### src/rtl/flash_guard_pkg.sv
// Shared constants for the flash register write-guard front end.
// Assumes 8-bit serial bytes and at most three bytes of interest per frame.
package flash_guard_pkg;
    localparam int BYTE_W = 8;
    localparam int POS_W  = $clog2(BYTE_W);
    localparam int CNT_W  = 2;

    typedef logic [BYTE_W-1:0] byte_t;

    // Instruction codes
    localparam byte_t OP_REG_WRITE = 8'h01;
    localparam byte_t OP_LATCH_CLR = 8'h04;
    localparam byte_t OP_STAT_READ = 8'h05;
    localparam byte_t OP_LATCH_SET = 8'h06;
    localparam byte_t OP_BANK_ARM  = 8'hB9;

    // Bit positions that the grant logic decodes
    localparam int ST_LOCK  = 7;
    localparam int CFG_QUAD = 1;
endpackage

### src/rtl/spi_pin_sync.sv
// Synchroniser chain for a group of asynchronous pins with edge detection.
// Assumes pins are slow compared with clk (several clocks per level).
module spi_pin_sync #(
    parameter int            STAGES  = 2,
    parameter int            W       = 4,
    parameter logic [W-1:0]  RST_VAL = '0
) (
    input  logic         clk,
    input  logic         rst_n,
    input  logic [W-1:0] pins,
    output logic [W-1:0] q,
    output logic [W-1:0] rise,
    output logic [W-1:0] fall
);
    logic [W-1:0] stg [STAGES];
    logic [W-1:0] prev;

    // Shift the pin group through the synchroniser chain and keep last value
    always_ff @(posedge clk) begin
        if (!rst_n) begin
            for (int i = 0; i < STAGES; i++) stg[i] <= RST_VAL;
            prev <= RST_VAL;
        end else begin
            stg[0] <= pins;
            for (int i = 1; i < STAGES; i++) stg[i] <= stg[i-1];
            prev <= stg[STAGES-1];
        end
    end

    assign q    = stg[STAGES-1];
    assign rise = q & ~prev;
    assign fall = ~q & prev;
endmodule

### src/rtl/spi_byte_rx.sv
// Assembles serial bits into bytes, MSB first, and counts bytes per frame.
// Assumes start and sample never coincide (chip select settles before clocking).
module spi_byte_rx
    import flash_guard_pkg::*;
(
    input  logic             clk,
    input  logic             rst_n,
    input  logic             start,
    input  logic             active,
    input  logic             sample,
    input  logic             din,
    output logic             byte_stb,
    output byte_t            byte_val,
    output logic [CNT_W-1:0] byte_idx,
    output logic [POS_W-1:0] bit_pos,
    output logic [CNT_W-1:0] byte_cnt
);
    localparam logic [POS_W-1:0] LAST_POS = POS_W'(BYTE_W - 1);
    localparam logic [CNT_W-1:0] CNT_SAT  = '1;

    byte_t shreg;

    // Shift in one bit per sampling edge and emit a strobe per whole byte
    always_ff @(posedge clk) begin
        if (!rst_n) begin
            shreg    <= '0;
            bit_pos  <= '0;
            byte_cnt <= '0;
            byte_stb <= 1'b0;
            byte_val <= '0;
            byte_idx <= '0;
        end else begin
            byte_stb <= 1'b0;
            if (start) begin
                bit_pos  <= '0;
                byte_cnt <= '0;
            end else if (active && sample) begin
                shreg   <= {shreg[BYTE_W-2:0], din};
                bit_pos <= bit_pos + 1'b1;
                if (bit_pos == LAST_POS) begin
                    byte_stb <= 1'b1;
                    byte_val <= {shreg[BYTE_W-2:0], din};
                    byte_idx <= byte_cnt;
                    if (byte_cnt != CNT_SAT) byte_cnt <= byte_cnt + 1'b1;
                end
            end
        end
    end
endmodule

### src/rtl/spi_status_tx.sv
// Shifts a byte out MSB first on falling serial-clock edges, reloading each byte.
// Assumes bit_pos is zero at the falling edge that follows each completed byte.
module spi_status_tx
    import flash_guard_pkg::*;
(
    input  logic             clk,
    input  logic             rst_n,
    input  logic             en,
    input  logic             shift_evt,
    input  logic [POS_W-1:0] bit_pos,
    input  byte_t            load_val,
    output logic             dout
);
    byte_t shreg;

    // Reload on a byte boundary, otherwise move the next bit to the top
    always_ff @(posedge clk) begin
        if (!rst_n) begin
            shreg <= '0;
        end else if (en && shift_evt) begin
            if (bit_pos == '0) shreg <= load_val;
            else               shreg <= {shreg[BYTE_W-2:0], 1'b0};
        end
    end

    assign dout = shreg[BYTE_W-1];
endmodule

### src/rtl/flash_reg_guard.sv
// Command front end for the status, configuration and bank registers of a
// serial flash. Decodes one-byte instructions, keeps the write latch and
// decides whether a register write is granted from the latch, the lock bit,
// the guard pin and quad mode. Assumes SPI mode 0 and a clk at least
// eight times faster than the serial clock.
module flash_reg_guard
    import flash_guard_pkg::*;
#(
    parameter int SYNC_STAGES = 2
) (
    input  logic        clk,
    input  logic        rst_n,
    input  logic        spi_cs_n,
    input  logic        spi_clk,
    input  logic        spi_mosi,
    input  logic        hw_guard_n,
    output logic        spi_miso,
    output logic        spi_miso_oe,
    output logic [7:0]  status_out,
    output logic [7:0]  config_out,
    output logic [7:0]  bank_out,
    output logic        wr_done,
    output logic        wr_acc
);
    localparam int PIN_W    = 4;
    localparam int PI_CS    = 3;
    localparam int PI_SCK   = 2;
    localparam int PI_MOSI  = 1;
    localparam int PI_GUARD = 0;
    localparam logic [PIN_W-1:0] PIN_RST = 4'b1001;

    logic [PIN_W-1:0] pin_q, pin_rise, pin_fall;
    logic             cs_q, guard_q, cs_rise, cs_fall, sck_rise, sck_fall;
    logic             unused_edges;

    logic             byte_stb;
    byte_t            byte_val;
    logic [CNT_W-1:0] byte_idx, byte_cnt;
    logic [POS_W-1:0] bit_pos;

    byte_t            opcode_q, data1_q, data2_q, cfg_q, bank_q;
    logic [7:2]       stat_hi;
    logic             latch_q, armed_q, rd_mode_q, wr_done_q, wr_acc_q;
    byte_t            status_view;
    logic             frame_whole, one_byte, reg_frame, hw_block, grant;

    spi_pin_sync #(
        .STAGES  (SYNC_STAGES),
        .W       (PIN_W),
        .RST_VAL (PIN_RST)
    ) u_sync (
        .clk   (clk),
        .rst_n (rst_n),
        .pins  ({spi_cs_n, spi_clk, spi_mosi, hw_guard_n}),
        .q     (pin_q),
        .rise  (pin_rise),
        .fall  (pin_fall)
    );

    assign cs_q         = pin_q[PI_CS];
    assign guard_q      = pin_q[PI_GUARD];
    assign cs_rise      = pin_rise[PI_CS];
    assign cs_fall      = pin_fall[PI_CS];
    assign sck_rise     = pin_rise[PI_SCK];
    assign sck_fall     = pin_fall[PI_SCK];
    assign unused_edges = ^{pin_rise[PI_MOSI], pin_rise[PI_GUARD],
                            pin_fall[PI_MOSI], pin_fall[PI_GUARD]};

    spi_byte_rx u_rx (
        .clk      (clk),
        .rst_n    (rst_n),
        .start    (cs_fall),
        .active   (!cs_q),
        .sample   (sck_rise),
        .din      (pin_q[PI_MOSI]),
        .byte_stb (byte_stb),
        .byte_val (byte_val),
        .byte_idx (byte_idx),
        .bit_pos  (bit_pos),
        .byte_cnt (byte_cnt)
    );

    assign status_view = {stat_hi, latch_q, 1'b0};

    spi_status_tx u_tx (
        .clk       (clk),
        .rst_n     (rst_n),
        .en        (rd_mode_q),
        .shift_evt (sck_fall),
        .bit_pos   (bit_pos),
        .load_val  (status_view),
        .dout      (spi_miso)
    );

    // Capture the instruction and the first two data bytes of a frame
    always_ff @(posedge clk) begin
        if (!rst_n) begin
            opcode_q <= '0;
            data1_q  <= '0;
            data2_q  <= '0;
        end else if (byte_stb) begin
            case (byte_idx)
                2'd0:    opcode_q <= byte_val;
                2'd1:    data1_q  <= byte_val;
                2'd2:    data2_q  <= byte_val;
                default: ;
            endcase
        end
    end

    // Enter read-out after a status-read instruction, leave at frame edges
    always_ff @(posedge clk) begin
        if (!rst_n)                   rd_mode_q <= 1'b0;
        else if (cs_rise || cs_fall)  rd_mode_q <= 1'b0;
        else if (byte_stb && byte_idx == '0 && byte_val == OP_STAT_READ)
                                      rd_mode_q <= 1'b1;
    end

    // Frame classification and the write grant decision
    always_comb begin
        frame_whole = (bit_pos == '0);
        one_byte    = frame_whole && (byte_cnt == 2'd1);
        reg_frame   = cs_rise && frame_whole && (byte_cnt >= 2'd2)
                      && (opcode_q == OP_REG_WRITE);
        hw_block    = stat_hi[ST_LOCK] && !guard_q && !cfg_q[CFG_QUAD];
        grant       = latch_q && !hw_block;
    end

    // Commit the effect of a frame when chip select returns high
    always_ff @(posedge clk) begin
        if (!rst_n) begin
            stat_hi   <= '0;
            cfg_q     <= '0;
            bank_q    <= '0;
            latch_q   <= 1'b0;
            armed_q   <= 1'b0;
            wr_done_q <= 1'b0;
            wr_acc_q  <= 1'b0;
        end else begin
            wr_done_q <= 1'b0;
            if (cs_rise) begin
                armed_q <= one_byte && (opcode_q == OP_BANK_ARM);
                if (one_byte && opcode_q == OP_LATCH_SET) latch_q <= 1'b1;
                if (one_byte && opcode_q == OP_LATCH_CLR) latch_q <= 1'b0;
                if (reg_frame && armed_q) begin
                    bank_q <= data1_q;
                end else if (reg_frame) begin
                    wr_done_q <= 1'b1;
                    wr_acc_q  <= grant;
                    latch_q   <= 1'b0;
                    if (grant) begin
                        stat_hi <= data1_q[7:2];
                        if (byte_cnt == 2'd3) cfg_q <= data2_q;
                    end
                end
            end
        end
    end

    assign spi_miso_oe = rd_mode_q && !cs_q;
    assign status_out  = status_view;
    assign config_out  = cfg_q;
    assign bank_out    = bank_q;
    assign wr_done     = wr_done_q;
    assign wr_acc      = wr_acc_q;
endmodule

### config.mk
export PLATFORM = sky130hd
export DESIGN_NAME = flash_reg_guard
export DESIGN_NICKNAME = d
export VERILOG_FILES = /design/src/rtl/flash_guard_pkg.sv /design/src/rtl/spi_pin_sync.sv /design/src/rtl/spi_byte_rx.sv /design/src/rtl/spi_status_tx.sv /design/src/rtl/flash_reg_guard.sv
export SDC_FILE = /design/constraint.sdc
export NUM_CORES = 1
export LEC_CHECK = 0
export BUFFER_PORTS_ARGS = -buffer_cell sky130_fd_sc_hd__buf_2
export CELL_PAD_IN_SITES_DETAIL_PLACEMENT = 0
export CELL_PAD_IN_SITES_GLOBAL_PLACEMENT = 1
export CORE_ASPECT_RATIO = 0.8
export CORE_UTILIZATION = 40
export CTS_CLUSTER_SIZE = 20
export DETAILED_ROUTE_END_ITERATION = 7
export PLACE_DENSITY = 0.7
export SYNTH_ARGS = -nofsm -noshare
export SYNTH_HDL_FRONTEND = slang
export SYNTH_SLANG_ARGS = --single-unit
export TNS_END_PERCENT = 20
### constraint.sdc
create_clock -name clk -period 1.7 [get_ports clk]
set_clock_uncertainty 0.15 [all_clocks]
set_input_delay 0.255 -clock clk [delete_from_list [all_inputs] [get_ports clk]]
set_output_delay 0.255 -clock clk [all_outputs]
set_load 0.02 [all_outputs]
== Word level (Yosys, flattened, before mapping) ==
Memories as Yosys holds them, arrays and structs flattened.
Cells that the tools add are included.
Storage, ports and cells
  logic and storage cells: 93
  register bits: 86
  RAM bits: 8
  input port bits: 6
  memories: 1
Memory list
  u_sync.stg: words 2, bits a word 4, rd ports 2, clocked after memory_dff 0, write ports 2, line spi_pin_sync.sv:15  | logic [W-1:0] stg [STAGES];
Cells by class
  reduce and logical (&&, ||, !) cells: 37
  bitwise gates (word level): 11
  equal/unequal tests: 11
  add/sub/neg operators: 2
  mux-type cells: 11
  order comparisons: 1
Operator list (number)
  $eq A8 B3 Y1 const B: 3
  $logic_and A1 B1 Y1: 16
  $reduce_and A2 Y1: 5
  $reduce_and A3 Y1: 3
  $and A4 B4 Y4: 2
  $eq A8 B1 Y1 const B: 1
  $eq A8 B8 Y1 const B: 1
  $mux W1: 8
  $mux W4: 2
  $mux W8: 1
  $not A4 Y4: 2
  $reduce_or A3 Y1: 2
  $not A1 Y1: 5
  $reduce_and A5 Y1: 1
  $eq A2 B1 Y1 const B: 2
  $eq A2 B2 Y1 const B: 2
  $logic_not A1 Y1: 4
  $reduce_and A4 Y1: 1
  $reduce_or A2 Y1: 2
  $add A3 B1 Y3 const B: 1
  $eq A3 B3 Y1 const B: 1
  $logic_not A3 Y1: 1
  $add A2 B1 Y2 const B: 1
  $ge A2 B2 Y1 const B: 1
  other kinds (4): 5

== Depth between registers and ports, before layout ==
  word-level depth: 8
  mapped depth: 8
  gate-level depth less buffers: 6

== Cells and area by module ==
From an unflattened synthesis, not the netlist that was laid out.
Unflattened totals
  cells, all modules: 384
  area, all modules: 3821.2 µm²
Modules (own cells, without submodules)
  flash_reg_guard: times used 1, cells each 211, area an instance 2089.5 µm²
  spi_byte_rx: times used 1, cells each 91, area an instance 969.7 µm²
  spi_pin_sync: times used 1, cells each 37, area an instance 406.6 µm²
  spi_status_tx: times used 1, cells each 45, area an instance 355.3 µm²

== Least setup slack after synthesis ==
Ideal clock, no wire load.
  kind: reg-to-reg
  start point: mem u_sync.stg[1][3] (netlist: u_sync.stg[0][7])
  end point: reg u_rx.byte_idx[0]
  data required time: 1428 ps
  period minus slack after synthesis: 1819 ps
  cell stages (with the launch flop): 7
  arrival time: 1547 ps
  slack: -119 ps
  buffers on the path: 0
  cells stage by stage: dfxtp_1 -> inv_1 -> ha_1 -> nor4b_4 -> nand2_1 -> nand2_1 -> a21boi_0
RTL lines
  start: declaration: line spi_pin_sync.sv:15
  end signal: assignment: line spi_byte_rx.sv:43  | byte_idx <= byte_cnt;
  end: declaration: line spi_byte_rx.sv:14  | output logic [CNT_W-1:0] byte_idx,

== Worst setup path in the final report ==
  start point: reg u_rx.bit_pos[1]
  end point: reg bank_q[1] (netlist: bank_out[1])
Between the ends
  word-level cells in the longest chain between the ends: 6
Ends and longest elaborated chain
  start: declaration: line spi_byte_rx.sv:15  | output logic [POS_W-1:0] bit_pos,
  start signal: assignment: line spi_byte_rx.sv:39  | bit_pos <= bit_pos + 1'b1;
  $logic_not A3 Y1: line flash_reg_guard.sv:121  | frame_whole = (bit_pos == '0);
  $logic_and A1 B1 Y1 (2 in series): line flash_reg_guard.sv:123  | reg_frame = cs_rise && frame_whole && (byte_cnt >= 2'd2)
  $logic_and A1 B1 Y1: line flash_reg_guard.sv:124  | && (opcode_q == OP_REG_WRITE);
  $logic_and A1 B1 Y1: line flash_reg_guard.sv:145  | if (reg_frame && armed_q) begin
  $reduce_and A2 Y1 (no line)
  end signal: assignment: line flash_reg_guard.sv:146  | bank_q <= data1_q;
  end: declaration: line flash_reg_guard.sv:41  | byte_t opcode_q, data1_q, data2_q, cfg_q, bank_q;
No other way between the ends.
A chain may end at the register's enable or synchronous reset.

==> results.sh <==
export IMPL_outcome="finished with violations"
export IMPL_failed_checks="setup timing"
export IMPL_total_power_w=0.00426
export IMPL_clk_pin_slew_ns=0.06
export IMPL_cts_tree="done"
export IMPL_die_area_um2=9790
export IMPL_core_area_um2=9080
export IMPL_period_needed_ns=1.70
export IMPL_htree_levels=3
export IMPL_cts_buffers=9
export IMPL_rows=31
export IMPL_vdd_drop_max_uv=559
export IMPL_power_density_nw_per_um2=928
export IMPL_fmax_mhz=587
export IMPL_final_seq_area_um2=1830
export IMPL_antenna_found_initial=0
export IMPL_yosysSeqAreaShare=0.485
export IMPL_ant_nets=0
export IMPL_fin_ws_ns=-0.00438
export IMPL_layout_nets=444
export IMPL_grt_pass1_wl_um=13000
export IMPL_drtIter0Drc=136
export IMPL_slew_viol_final=0
export IMPL_synth_warnings=0
export IMPL_end_kind="register"
export IMPL_clk_latency_ns=0.33
export IMPL_p_leak_nw=1.97
export IMPL_synth_area_um2=3760
export IMPL_clock_root_buffer="clkbuf_16"
export IMPL_syn_area_per_cell_um2=9.97
export IMPL_swShare=0.200
export IMPL_grt_max_degree=96
export IMPL_cp_max_fo=8
export IMPL_initial_core_util=0.414
export IMPL_fin_util=0.505
export IMPL_antennaDiodeCount=0
export IMPL_min_path_type="in -> reg"
export IMPL_avgRoutedWirePerCell_um=14.3
export IMPL_arrival_ns=1.82
export IMPL_first_global_vias=2514
export IMPL_rsz0062_at_grt="yes"
export IMPL_crit_path_start_kind="register"
export IMPL_grt_usage=0.177
export IMPL_drc=0
export IMPL_sequentialPowerShare=0.504
export IMPL_required_ns=1.81
export IMPL_synth_cells=377
export IMPL_path_cells="inv_2 -> ha_4 -> and4bb_2 -> o2111a_2 -> and2_4 -> mux2i_1"
export IMPL_cpPeakStageDelay_ns=0.32
export IMPL_critPathSlowestCell="dfxtp_2"
export IMPL_hold_viol_final=0
export IMPL_die_w_um=110
export IMPL_gp_congestion=0.750
export IMPL_io_pins=34
export IMPL_overflow=0
export IMPL_power_internal_w=0.00341
export IMPL_die_h_um=88.7
export IMPL_nFillCells=878
export IMPL_p_comb_frac=0.022
export IMPL_via_per_inst=4.94
export IMPL_finalCritPeriodShare=1.00
export IMPL_multi_input_area_um2=1820
export IMPL_areaGrowthSynthToFinish_pct=21.9
export IMPL_drv_cap=0
export IMPL_via_count=2716
export IMPL_finalSetupViolations=3
export IMPL_critPathKind="reg -> reg"
export IMPL_synth_seq_cells=91
export IMPL_cts_buffer_depth=2
export IMPL_synth_nets=391
export IMPL_cts_num_sinks=91
export IMPL_synth_cell_types=42
export IMPL_post_dp_hpwl_um=5250
export IMPL_clkPwrFrac=0.473
export IMPL_drtPass1Iterations=4
export IMPL_io_buffers=32
export IMPL_power_switching_w=0.000850
export IMPL_hold_worst_slack_ns=0.254
export IMPL_routed_wl_um=7880
export IMPL_layout_drive_gt1_share=0.241
==> cell usage after synthesis <==
library cell / count / share of area
nor4_4: 1 / 0.0057
nand4b_1: 1 / 0.0023
o2111ai_1: 2 / 0.0047
nand3b_1: 3 / 0.0060
a31oi_1: 1 / 0.0017
nor2_1: 7 / 0.0070
conb_1: 1 / 0.0010
and3_1: 1 / 0.0017
buf_4: 2 / 0.0040
o221a_2: 1 / 0.0030
nand3_1: 11 / 0.015
nand2b_1: 8 / 0.013
xnor2_1: 2 / 0.0047
nand2_1: 57 / 0.057
o2111a_1: 1 / 0.0030
ha_1: 8 / 0.027
and3b_1: 2 / 0.0047
nor4bb_1: 1 / 0.0027
and4bb_2: 1 / 0.0033
clkbuf_1: 17 / 0.017
inv_1: 6 / 0.0060
or2_2: 1 / 0.0017
mux2i_1: 45 / 0.12
o211a_1: 6 / 0.016
dfxtp_1: 91 / 0.48
nand4_1: 10 / 0.017
buf_12: 1 / 0.0053
nor4_1: 1 / 0.0017
and2_1: 6 / 0.010
and2_4: 1 / 0.0023
a21boi_0: 28 / 0.056
and4_2: 1 / 0.0027
or3_1: 1 / 0.0017
a21oi_1: 2 / 0.0027
nor3b_1: 3 / 0.0060
o21ai_0: 9 / 0.012
or3b_2: 1 / 0.0023
nor2b_1: 27 / 0.045
buf_2: 4 / 0.0053
nor4b_4: 1 / 0.0063
nor3b_2: 2 / 0.0067
buf_6: 2 / 0.0060
==> sequential cells by signal, indices dropped and copies added, names as in the netlist <==
register and count:
bank_out 8, data2_q 8, u_rx.byte_idx 2, opcode_q 8, latch_q 1, wr_done 1
u_sync.prev 2, u_tx.shreg 7, wr_acc 1, config_out 8, u_rx.byte_val 8, u_rx.byte_stb 1
u_rx.byte_cnt 2, u_rx.bit_pos 3, rd_mode_q 1, u_rx.shreg 7, u_sync.stg 8, data1_q 8
armed_q 1, stat_hi 6
==> cell families after synthesis <==
family | count (synthesis) | synth area share
mux | 45 | 0.120
buf+inv | 32 | 0.0436
simple gates | 148 | 0.221
compound gates | 50 | 0.0988
xor+xnor | 2 | 0.00466
fa+ha+maj | 8 | 0.0266
flops | 91 | 0.485
other cells | 1 | 0.000997
==> worst max-delay path, delay by kind of cell (launching register included) <==
kind	cells	cell delay (ns)
and+or+nand+nor	2	0.53
DFF	1	0.32
AOI/OAI and AO/OA	1	0.24
muxes	1	0.20
adders and majority gates	1	0.12
buffers and inverters	1	0.07
==> metrics by stage <==
step	setup WS, ns	instances	setup TNS [ns]	cell area, µm²
2_1_floorplan	-0.0122	377	-0.0954	3790
3_3_place_gp	-0.0996	524	-0.579	4170
3_5_place_dp	-0.148	524	-1.53	4170
4_1_cts	-0.0426	547	-0.374	4560
5_1_grt	-0.101	550	-1.64	4580
6_report	-0.00438	550	-0.00954	4580
==> area by class of cell <==
cell class	instances	share of cell area
clock buffers	12	0.0559
clock inverters	4	0.0106
inverters	6	0.00491
multi-input cells	254	0.397
flip-flops and latches	91	0.399
well taps	115	0.0314
repair buffers	68	0.101
==> routing by layer <==
layer / wire [µm] / part of all wire / global-route usage / vias to the layer above
li1: - / - / - / 1396
met1: 4370 / 0.55 / 0.256 / 1277
met2: 3240 / 0.41 / 0.260 / 36
met3: 217 / 0.028 / 0.0442 / 7
met4: 53 / 0.0067 / 0.0502 / 0
met5: 0 / 0 / 0 / -
==> worst paths after layout <==
kind                     from               end  slack (ns)  cells after the start
max           u_rx.bit_pos[1]       bank_out[1]      -0.004                      6
min                     rst_n    u_sync.prev[3]        0.25                      3
min reg2reg  u_sync.stg[0][0]  u_sync.stg[0][4]        0.26                      1
max reg2reg   u_rx.bit_pos[1]       bank_out[1]      -0.004                      6
==> power groups by stage <==
stage / Combinational, W / Clock, W / Sequential, W
4_1_cts: 0.0000949 / 0.00206 / 0.00215
3_3_place_gp: 0.0000874 / 0 / 0.00219
2_1_floorplan: 0.0000622 / 0 / 0.00219
3_5_place_dp: 0.0000867 / 0 / 0.00219
5_1_grt: 0.000107 / 0.00215 / 0.00215
6_report: 0.0000943 / 0.00201 / 0.00215
==> layout by cell type, fill, tap and decap left out, types with 2 or more instances in the layout <==
master / n
o21ai_0: 8
ha_1: 4
xnor2_1: 2
buf_4: 29
clkbuf_16: 9
nand3_1: 11
buf_2: 33
nor3b_2: 2
o211a_1: 6
nor2b_1: 27
nor3b_1: 3
a21boi_1: 9
clkinv_2: 2
a21oi_1: 2
clkbuf_8: 2
mux2i_1: 45
dlygate4sd3_1: 4
ha_4: 2
a21boi_0: 19
buf_12: 2
nor2_1: 7
and2_1: 6
inv_2: 3
nand3b_1: 3
inv_1: 3
dfxtp_1: 87
dfxtp_2: 3
nand4_1: 10
ha_2: 2
nand2b_1: 8
nand2_1: 56
==> what timing repair did <==
item	CTS	global route
cloned	1	0
pin swaps	4	8
endpoints found under the setup margin	25	35
setup buffers	2	3
hold buffers	4	0
endpoints found under the hold margin	4	0
gates resized for setup	10	9
Note: power is estimated with default switching activity, not from simulation.
